<file path="config.mk">
export PLATFORM = sky130hd
export DESIGN_NAME = pipe_hazard_ctl
export DESIGN_NICKNAME = d
export VERILOG_FILES = /design/src/rtl/hzd_pkg.sv /design/src/rtl/hzd_detect.sv /design/src/rtl/hzd_ctl.sv /design/src/rtl/hzd_pipe_reg.sv /design/src/rtl/pipe_hazard_ctl.sv
export SDC_FILE = /design/constraint.sdc
export NUM_CORES = 1
export LEC_CHECK = 0
export ABC_CLOCK_PERIOD_IN_PS = 1500
export CAP_MARGIN = 15
export CORE_AREA = 2 2 53 55
export CTS_CLUSTER_DIAMETER = 60
export CTS_CLUSTER_SIZE = 25
export DETAILED_ROUTE_END_ITERATION = 7
export DIE_AREA = 0 0 55 57
export DONT_BUFFER_PORTS = 1
export GPL_TIMING_DRIVEN = 0
export PLACE_DENSITY = 0.71
export SLEW_MARGIN = 0
export SYNTH_ARGS = -nofsm -noshare
export SYNTH_HDL_FRONTEND = slang
export SYNTH_SLANG_ARGS = --single-unit
</file>
<file path="constraint.sdc">
create_clock -name clk -period 1.5 [get_ports clk]
set_input_delay 0.3 -clock clk [delete_from_list [all_inputs] [get_ports clk]]
set_output_delay 0.3 -clock clk [all_outputs]
set_load 0.05 [all_outputs]
</file>
<file path="src/rtl/hzd_pkg.sv">
// Package: hzd_pkg
// Shared control bundle for the hazard unit. One stall and one bubble
// request per guarded pipeline register (fetch, decode, execute).
// Assumes: consumers treat bubble as "load no-operation" and stall as "hold".
package hzd_pkg;

    typedef struct packed {
        logic f_stall;
        logic f_bubble;
        logic d_stall;
        logic d_bubble;
        logic e_stall;
        logic e_bubble;
    } hzd_ctl_t;

endpackage

</file>
<file path="src/rtl/hzd_detect.sv">
// Module: hzd_detect
// Derives the three raw hazard conditions from stage contents:
// load/use, mispredicted jump in execute, and return in flight.
// Assumes: NONE_ID marks an unused register field and must never match.
module hzd_detect #(
    parameter int                CW       = 4,
    parameter int                RW       = 4,
    parameter logic [CW-1:0]     OP_LOAD  = 4'h5,
    parameter logic [CW-1:0]     OP_POP   = 4'hB,
    parameter logic [CW-1:0]     OP_JXX   = 4'h7,
    parameter logic [CW-1:0]     OP_RET   = 4'h9,
    parameter logic [RW-1:0]     NONE_ID  = '1
) (
    input  logic [CW-1:0] d_code,
    input  logic [RW-1:0] d_src_a,
    input  logic [RW-1:0] d_src_b,
    input  logic [CW-1:0] e_code,
    input  logic [RW-1:0] e_dst_m,
    input  logic [CW-1:0] m_code,
    input  logic          ex_taken,
    output logic          load_use,
    output logic          mispredict,
    output logic          ret_busy
);
    localparam int NSRC = 2;

    logic [NSRC-1:0][RW-1:0] srcs;
    logic [NSRC-1:0]         src_hit;
    logic                    e_is_mem_rd;

    assign srcs = {d_src_b, d_src_a};

    // One comparator per decode source port.
    for (genvar i = 0; i < NSRC; i++) begin : g_src_cmp
        always_comb begin
            // Purpose: does this source port read the pending memory result?
            src_hit[i] = (srcs[i] == e_dst_m) && (e_dst_m != NONE_ID);
        end
    end

    always_comb begin
        // Purpose: execute-stage instruction produces its result from memory.
        e_is_mem_rd = (e_code == OP_LOAD) || (e_code == OP_POP);
    end

    always_comb begin
        // Purpose: combine into the three raw hazard conditions.
        load_use   = e_is_mem_rd && (|src_hit);
        mispredict = (e_code == OP_JXX) && !ex_taken;
        ret_busy   = (d_code == OP_RET) || (e_code == OP_RET) || (m_code == OP_RET);
    end

endmodule

</file>
<file path="src/rtl/hzd_ctl.sv">
// Module: hzd_ctl
// Maps raw hazard conditions to per-register stall/bubble requests with
// fixed priority: load/use overrides the return bubble in decode; a
// mispredict bubbles decode and execute whatever else holds.
// Assumes: load_use and mispredict cannot both be high (distinct opcodes).
module hzd_ctl
    import hzd_pkg::*;
(
    input  logic     load_use,
    input  logic     mispredict,
    input  logic     ret_busy,
    output hzd_ctl_t ctl,
    output logic     err
);

    always_comb begin
        // Purpose: priority combination of hazard conditions.
        ctl          = '0;
        ctl.f_stall  = load_use || ret_busy;
        ctl.d_stall  = load_use;
        ctl.d_bubble = mispredict || (ret_busy && !load_use);
        ctl.e_bubble = mispredict || load_use;
    end

    always_comb begin
        // Purpose: flag any register asked to both hold and clear.
        err = (ctl.f_stall && ctl.f_bubble) ||
              (ctl.d_stall && ctl.d_bubble) ||
              (ctl.e_stall && ctl.e_bubble);
    end

endmodule

</file>
<file path="src/rtl/hzd_pipe_reg.sv">
// Module: hzd_pipe_reg
// One pipeline stage register with hold (stall) and clear-to-idle (bubble).
// Assumes: synchronous active-low reset; bubble wins over stall.
module hzd_pipe_reg #(
    parameter int             W       = 4,
    parameter logic [W-1:0]   IDLE    = '0
) (
    input  logic         clk,
    input  logic         rst_n,
    input  logic         stall,
    input  logic         bubble,
    input  logic [W-1:0] d,
    output logic [W-1:0] q
);

    always_ff @(posedge clk) begin
        // Purpose: load, hold or clear the stage contents.
        if (!rst_n)       q <= IDLE;
        else if (bubble)  q <= IDLE;
        else if (!stall)  q <= d;
    end

    assert_stall_hold_R10: assert property (@(posedge clk) disable iff (!rst_n)
        (stall && !bubble) |=> $stable(q));

    assert_bubble_idle_R10: assert property (@(posedge clk) disable iff (!rst_n)
        bubble |=> (q == IDLE));

endmodule

</file>
<file path="src/rtl/pipe_hazard_ctl.sv">
// Module: pipe_hazard_ctl
// Hazard control for a five-stage in-order pipeline, wrapped with the
// decode/execute/memory stage registers it governs so the effect of each
// decision is visible at the ports one edge later.
// Assumes: the fetch register (PC) lives outside; f_stall is exported only.
module pipe_hazard_ctl
    import hzd_pkg::*;
#(
    parameter int             CW       = 4,
    parameter int             RW       = 4,
    parameter logic [CW-1:0]  OP_NOP   = 4'h1,
    parameter logic [CW-1:0]  OP_LOAD  = 4'h5,
    parameter logic [CW-1:0]  OP_POP   = 4'hB,
    parameter logic [CW-1:0]  OP_JXX   = 4'h7,
    parameter logic [CW-1:0]  OP_RET   = 4'h9,
    parameter logic [RW-1:0]  NONE_ID  = '1
) (
    input  logic          clk,
    input  logic          rst_n,
    input  logic [CW-1:0] in_code,
    input  logic [RW-1:0] in_src_a,
    input  logic [RW-1:0] in_src_b,
    input  logic [RW-1:0] in_dst_m,
    input  logic          ex_taken,
    output logic          f_stall,
    output logic          d_stall,
    output logic          d_bubble,
    output logic          e_bubble,
    output logic          ctl_err,
    output logic [CW-1:0] d_code,
    output logic [CW-1:0] e_code,
    output logic [CW-1:0] m_code
);
    localparam int DW = CW + 3 * RW;
    localparam int EW = CW + RW;
    localparam logic [DW-1:0] D_IDLE = {OP_NOP, NONE_ID, NONE_ID, NONE_ID};
    localparam logic [EW-1:0] E_IDLE = {OP_NOP, NONE_ID};

    logic [DW-1:0] d_q;
    logic [EW-1:0] e_q;
    logic [RW-1:0] d_src_a, d_src_b, d_dst_m, e_dst_m;
    logic          load_use, mispredict, ret_busy;
    hzd_ctl_t      ctl;

    assign {d_code, d_src_a, d_src_b, d_dst_m} = d_q;
    assign {e_code, e_dst_m}                   = e_q;

    hzd_detect #(
        .CW(CW), .RW(RW), .OP_LOAD(OP_LOAD), .OP_POP(OP_POP),
        .OP_JXX(OP_JXX), .OP_RET(OP_RET), .NONE_ID(NONE_ID)
    ) detect_i (
        .d_code     (d_code),
        .d_src_a    (d_src_a),
        .d_src_b    (d_src_b),
        .e_code     (e_code),
        .e_dst_m    (e_dst_m),
        .m_code     (m_code),
        .ex_taken   (ex_taken),
        .load_use   (load_use),
        .mispredict (mispredict),
        .ret_busy   (ret_busy)
    );

    hzd_ctl ctl_i (
        .load_use   (load_use),
        .mispredict (mispredict),
        .ret_busy   (ret_busy),
        .ctl        (ctl),
        .err        (ctl_err)
    );

    // Decode stage register: code plus the three register fields.
    hzd_pipe_reg #(.W(DW), .IDLE(D_IDLE)) dreg_i (
        .clk    (clk),
        .rst_n  (rst_n),
        .stall  (ctl.d_stall),
        .bubble (ctl.d_bubble),
        .d      ({in_code, in_src_a, in_src_b, in_dst_m}),
        .q      (d_q)
    );

    // Execute stage register: code and memory-result destination.
    hzd_pipe_reg #(.W(EW), .IDLE(E_IDLE)) ereg_i (
        .clk    (clk),
        .rst_n  (rst_n),
        .stall  (ctl.e_stall),
        .bubble (ctl.e_bubble),
        .d      ({d_code, d_dst_m}),
        .q      (e_q)
    );

    // Memory stage register: code only, never stalled or bubbled here.
    hzd_pipe_reg #(.W(CW), .IDLE(OP_NOP)) mreg_i (
        .clk    (clk),
        .rst_n  (rst_n),
        .stall  (1'b0),
        .bubble (1'b0),
        .d      (e_code),
        .q      (m_code)
    );

    assign f_stall  = ctl.f_stall;
    assign d_stall  = ctl.d_stall;
    assign d_bubble = ctl.d_bubble;
    assign e_bubble = ctl.e_bubble;

    assert_reset_idle_R1: assert property (@(posedge clk)
        !rst_n |=> (d_code == OP_NOP && e_code == OP_NOP && m_code == OP_NOP));

    assert_ret_holds_fetch_R4: assert property (@(posedge clk) disable iff (!rst_n)
        (d_code == OP_RET || m_code == OP_RET) |-> (f_stall && (d_bubble || d_stall)));

    assert_mispredict_clears_R5: assert property (@(posedge clk) disable iff (!rst_n)
        (e_code == OP_JXX && !ex_taken) |=> (d_code == OP_NOP && e_code == OP_NOP));

    assert_loaduse_priority_R7: assert property (@(posedge clk) disable iff (!rst_n)
        d_stall |=> ($stable(d_code) && e_code == OP_NOP));

    assert_no_conflict_R8: assert property (@(posedge clk) disable iff (!rst_n)
        !ctl_err);

    assert_fetch_blocked_R9: assert property (@(posedge clk) disable iff (!rst_n)
        f_stall |=> (d_code == $past(d_code) || d_code == OP_NOP));

endmodule

</file>
==> flow_metrics.tcl <==
set metrics [dict create \
    track_usage_pct 19.3 \
    antenna_found_initial 0 \
    clk_path_buf_depth 2 \
    ant_nets 0 \
    clock_skew_ns 0.00153 \
    syn_avg_cell_area_um2 10.4 \
    synth_area_leader_cell "dfxtp_1" \
    power_density_nw_per_um2 923 \
    violations "setup timing" \
    min_path_type "input port to register" \
    cp_slowest_cell "dfxtp_2" \
    wl_mm 2.71 \
    drc 0 \
    fin_nets 162 \
    p_leak_nw 0.597 \
    ctsHoldBuffers 0 \
    dieArea_um2 3140 \
    grt_max_degree 16 \
    status "complete, but fails checks" \
    crit_required_ns 1.20 \
    holdPathStages 1 \
    ys_warn_count 0 \
    yosysSeqAreaShare_pct 42.1 \
    irDropWorstVdd_mv 0.631 \
    antenna_cells 0 \
    synth_area_um2 1330 \
    slew_viol_final 0 \
    die_w_um 55 \
    rsz0062_at_grt "yes" \
    critical_path.top_delay_family "compound AO/OA/AOI/OAI gates" \
    start_kind "register" \
    hpwl_mm 1.83 \
    rows 19 \
    tritoncts "done" \
    dp_cells 159 \
    boundaryPins 36 \
    finalHoldViolCount 0 \
    root_buffer "clkbuf_4" \
    setup_violations 27 \
    grt_pass1_wl_mm 4.34 \
    arrival_ns 1.79 \
    first_iter_violations 5 \
    yosys.area.top_type_share_pct 42.1 \
    synth.distinct_cells 29 \
    final_cells 173 \
    dr.pass1.iters 4 \
    max_stage_delay_ns 0.38 \
    cp-end-kind "primary output" \
    core_area_um2 2620 \
    areaGrowthSynthToFinish_pct 25.5 \
    min_period_over_period_pct 139 \
    layout_min_cycle_time_ns 2.09 \
    r2r_cells 5 \
    fillers 211 \
    finalPower_w 0.00154 \
    grt_pass1_vias 908 \
    cts.reportedPaths.clkPinSlew_ns 0.14 \
    syn_nets 147 \
    die_y_um 57 \
    critPathKind "register to primary output" \
    synth.area.top_cells "dfxtp_1 (42%), mux2i_1 (12%), nor3_2 (7.5%)" \
    cp_max_fo 5 \
    max_cap_viol_count 0 \
    timing.setup.tns_ns -5.33 \
    portBuffers 0 \
    initial_core_util_pct 51.0 \
    cts_made_buffers 3 \
    vias_per_cell 5.37 \
    cts.sinks 28 \
    max_freq_mhz 479 \
    clk_latency_ns 0.32 \
    syn_inst 128 \
    crit_cells 6 \
    drive_gt1_share_pct 45.1 \
    cp_cell_sequence "xor2_1 > nor4_1 > o2111a_1 > buf_6 > buf_12 > o21ai_4" \
    overflow 0 \
    gp_congestion 0.719 \
    fin_ws_ns -0.587 \
    cts_max_level 1 \
    wl_per_cell_um 15.7 \
    num_vias 929 \
    cp_num_buf_inv 2 \
    ys_ff_latch 28 \
]
==> cell usage in the layout, fill, tap and decap left out, drive strengths merged, types with 3 or more instances in the layout <==
cell type / instances
and2: 3
buf: 20
clkbuf: 6
dfxtp: 28
mux2i: 16
nand2: 4
nand2b: 8
nand3: 3
nor2: 13
nor3: 14
nor3b: 3
xor2: 8
==> final timing paths <==
check | start | endpoint | slack (ns)
setup / recovery | ereg_i.q[2]$_SDFF_PP1_ | d_bubble | -0.59
hold / removal | rst_n | mreg_i.q[0]$_SDFF_PN1_ | 0.03
setup reg to reg | ereg_i.q[6]$_SDFF_PP0_ | dreg_i.q[10]$_SDFFE_PP1N_ | -0.25
hold reg to reg | dreg_i.q[2]$_SDFFE_PP1N_ | ereg_i.q[2]$_SDFF_PP1_ | 0.46
==> metal layers <==
layer / share of wire, % / vias up / track usage, %
met5: 0 / - / 0
met4: 0.70 / 0 / 6.27
met3: 4.6 / 2 / 4.45
met2: 51 / 19 / 30.8
met1: 44 / 446 / 25.4
li1: - / 462 / -
==> stage by stage <==
step	cell area (µm²)	setup WS, ns	util (%)	hold WS [ns]
final	1670	-0.587	64.0	0.0329
after global routing	1670	-0.676	64.0	0.00197
after CTS	1630	-0.617	62.3	0.0226
after detailed placement	1430	-0.301	54.5	0.380
after global placement	1430	-0.300	54.5	0.379
after floorplan	1390	-0.188	-	0.374
==> final cells by class <==
type | count | area, µm² | share of cell area [%]
buffer | 12 | 126 | 7.55
multi-input combinational | 88 | 733 | 43.8
sequential | 28 | 594 | 35.5
timing repair buffer | 10 | 154 | 9.20
clock buffer | 4 | 26.3 | 1.57
tap | 31 | 38.8 | 2.32
==> where the power goes <==
group          total (W)  internal, W  switching, W  leakage, nW
sequential      0.000868     0.000793     0.0000748        0.232
combinational   0.000363     0.000167      0.000196        0.349
clock           0.000313     0.000104      0.000209       0.0150
total            0.00154      0.00106      0.000480        0.597
==> synth_stat cells (all sizes together) <==
library cell / instances
mux2i: 16
clkbuf: 1
and4bb: 1
or2: 1
nor4: 2
nor4bb: 2
dfxtp: 28
o21ai: 2
nand2: 4
nor2: 13
buf: 11
o2111a: 1
nand3: 3
xor2: 8
and2: 3
nor3: 14
nor3b: 3
or3: 2
nand4: 1
o22ai: 1
conb: 1
o21a: 1
nand2b: 8
nand4b: 1
==> logic make-up after synthesis <==
logic type	synth area share (%)
AO/OA/AOI/OAI	2.63
other	0.281
buffers and inverters	8.54
AND/OR/NAND/NOR	29.2
flip-flops	42.1
multiplexers	12.0
XOR/XNOR	5.26
==> state kept, by name (all words and copies together), names as in the netlist <==
name	count
dreg_i.q	16
ereg_i.q	8
mreg_i.q	4
==> worst register-to-register path: cells and delay by family (launching register included) <==
kind | cells | cell delay [ns]
buffers and inverters | 1 | 0.17
and+or+nand+nor | 3 | 0.92
muxes | 1 | 0.09
DFF | 1 | 0.48
==> repair_timing <==
action	in CTS	in global routing
gates resized for setup	13	14
gates cloned	3	0
setup buffers	6	2
setup endpoints to repair	27	28
pin swaps	8	7
Power figures use the tool's default switching activity.
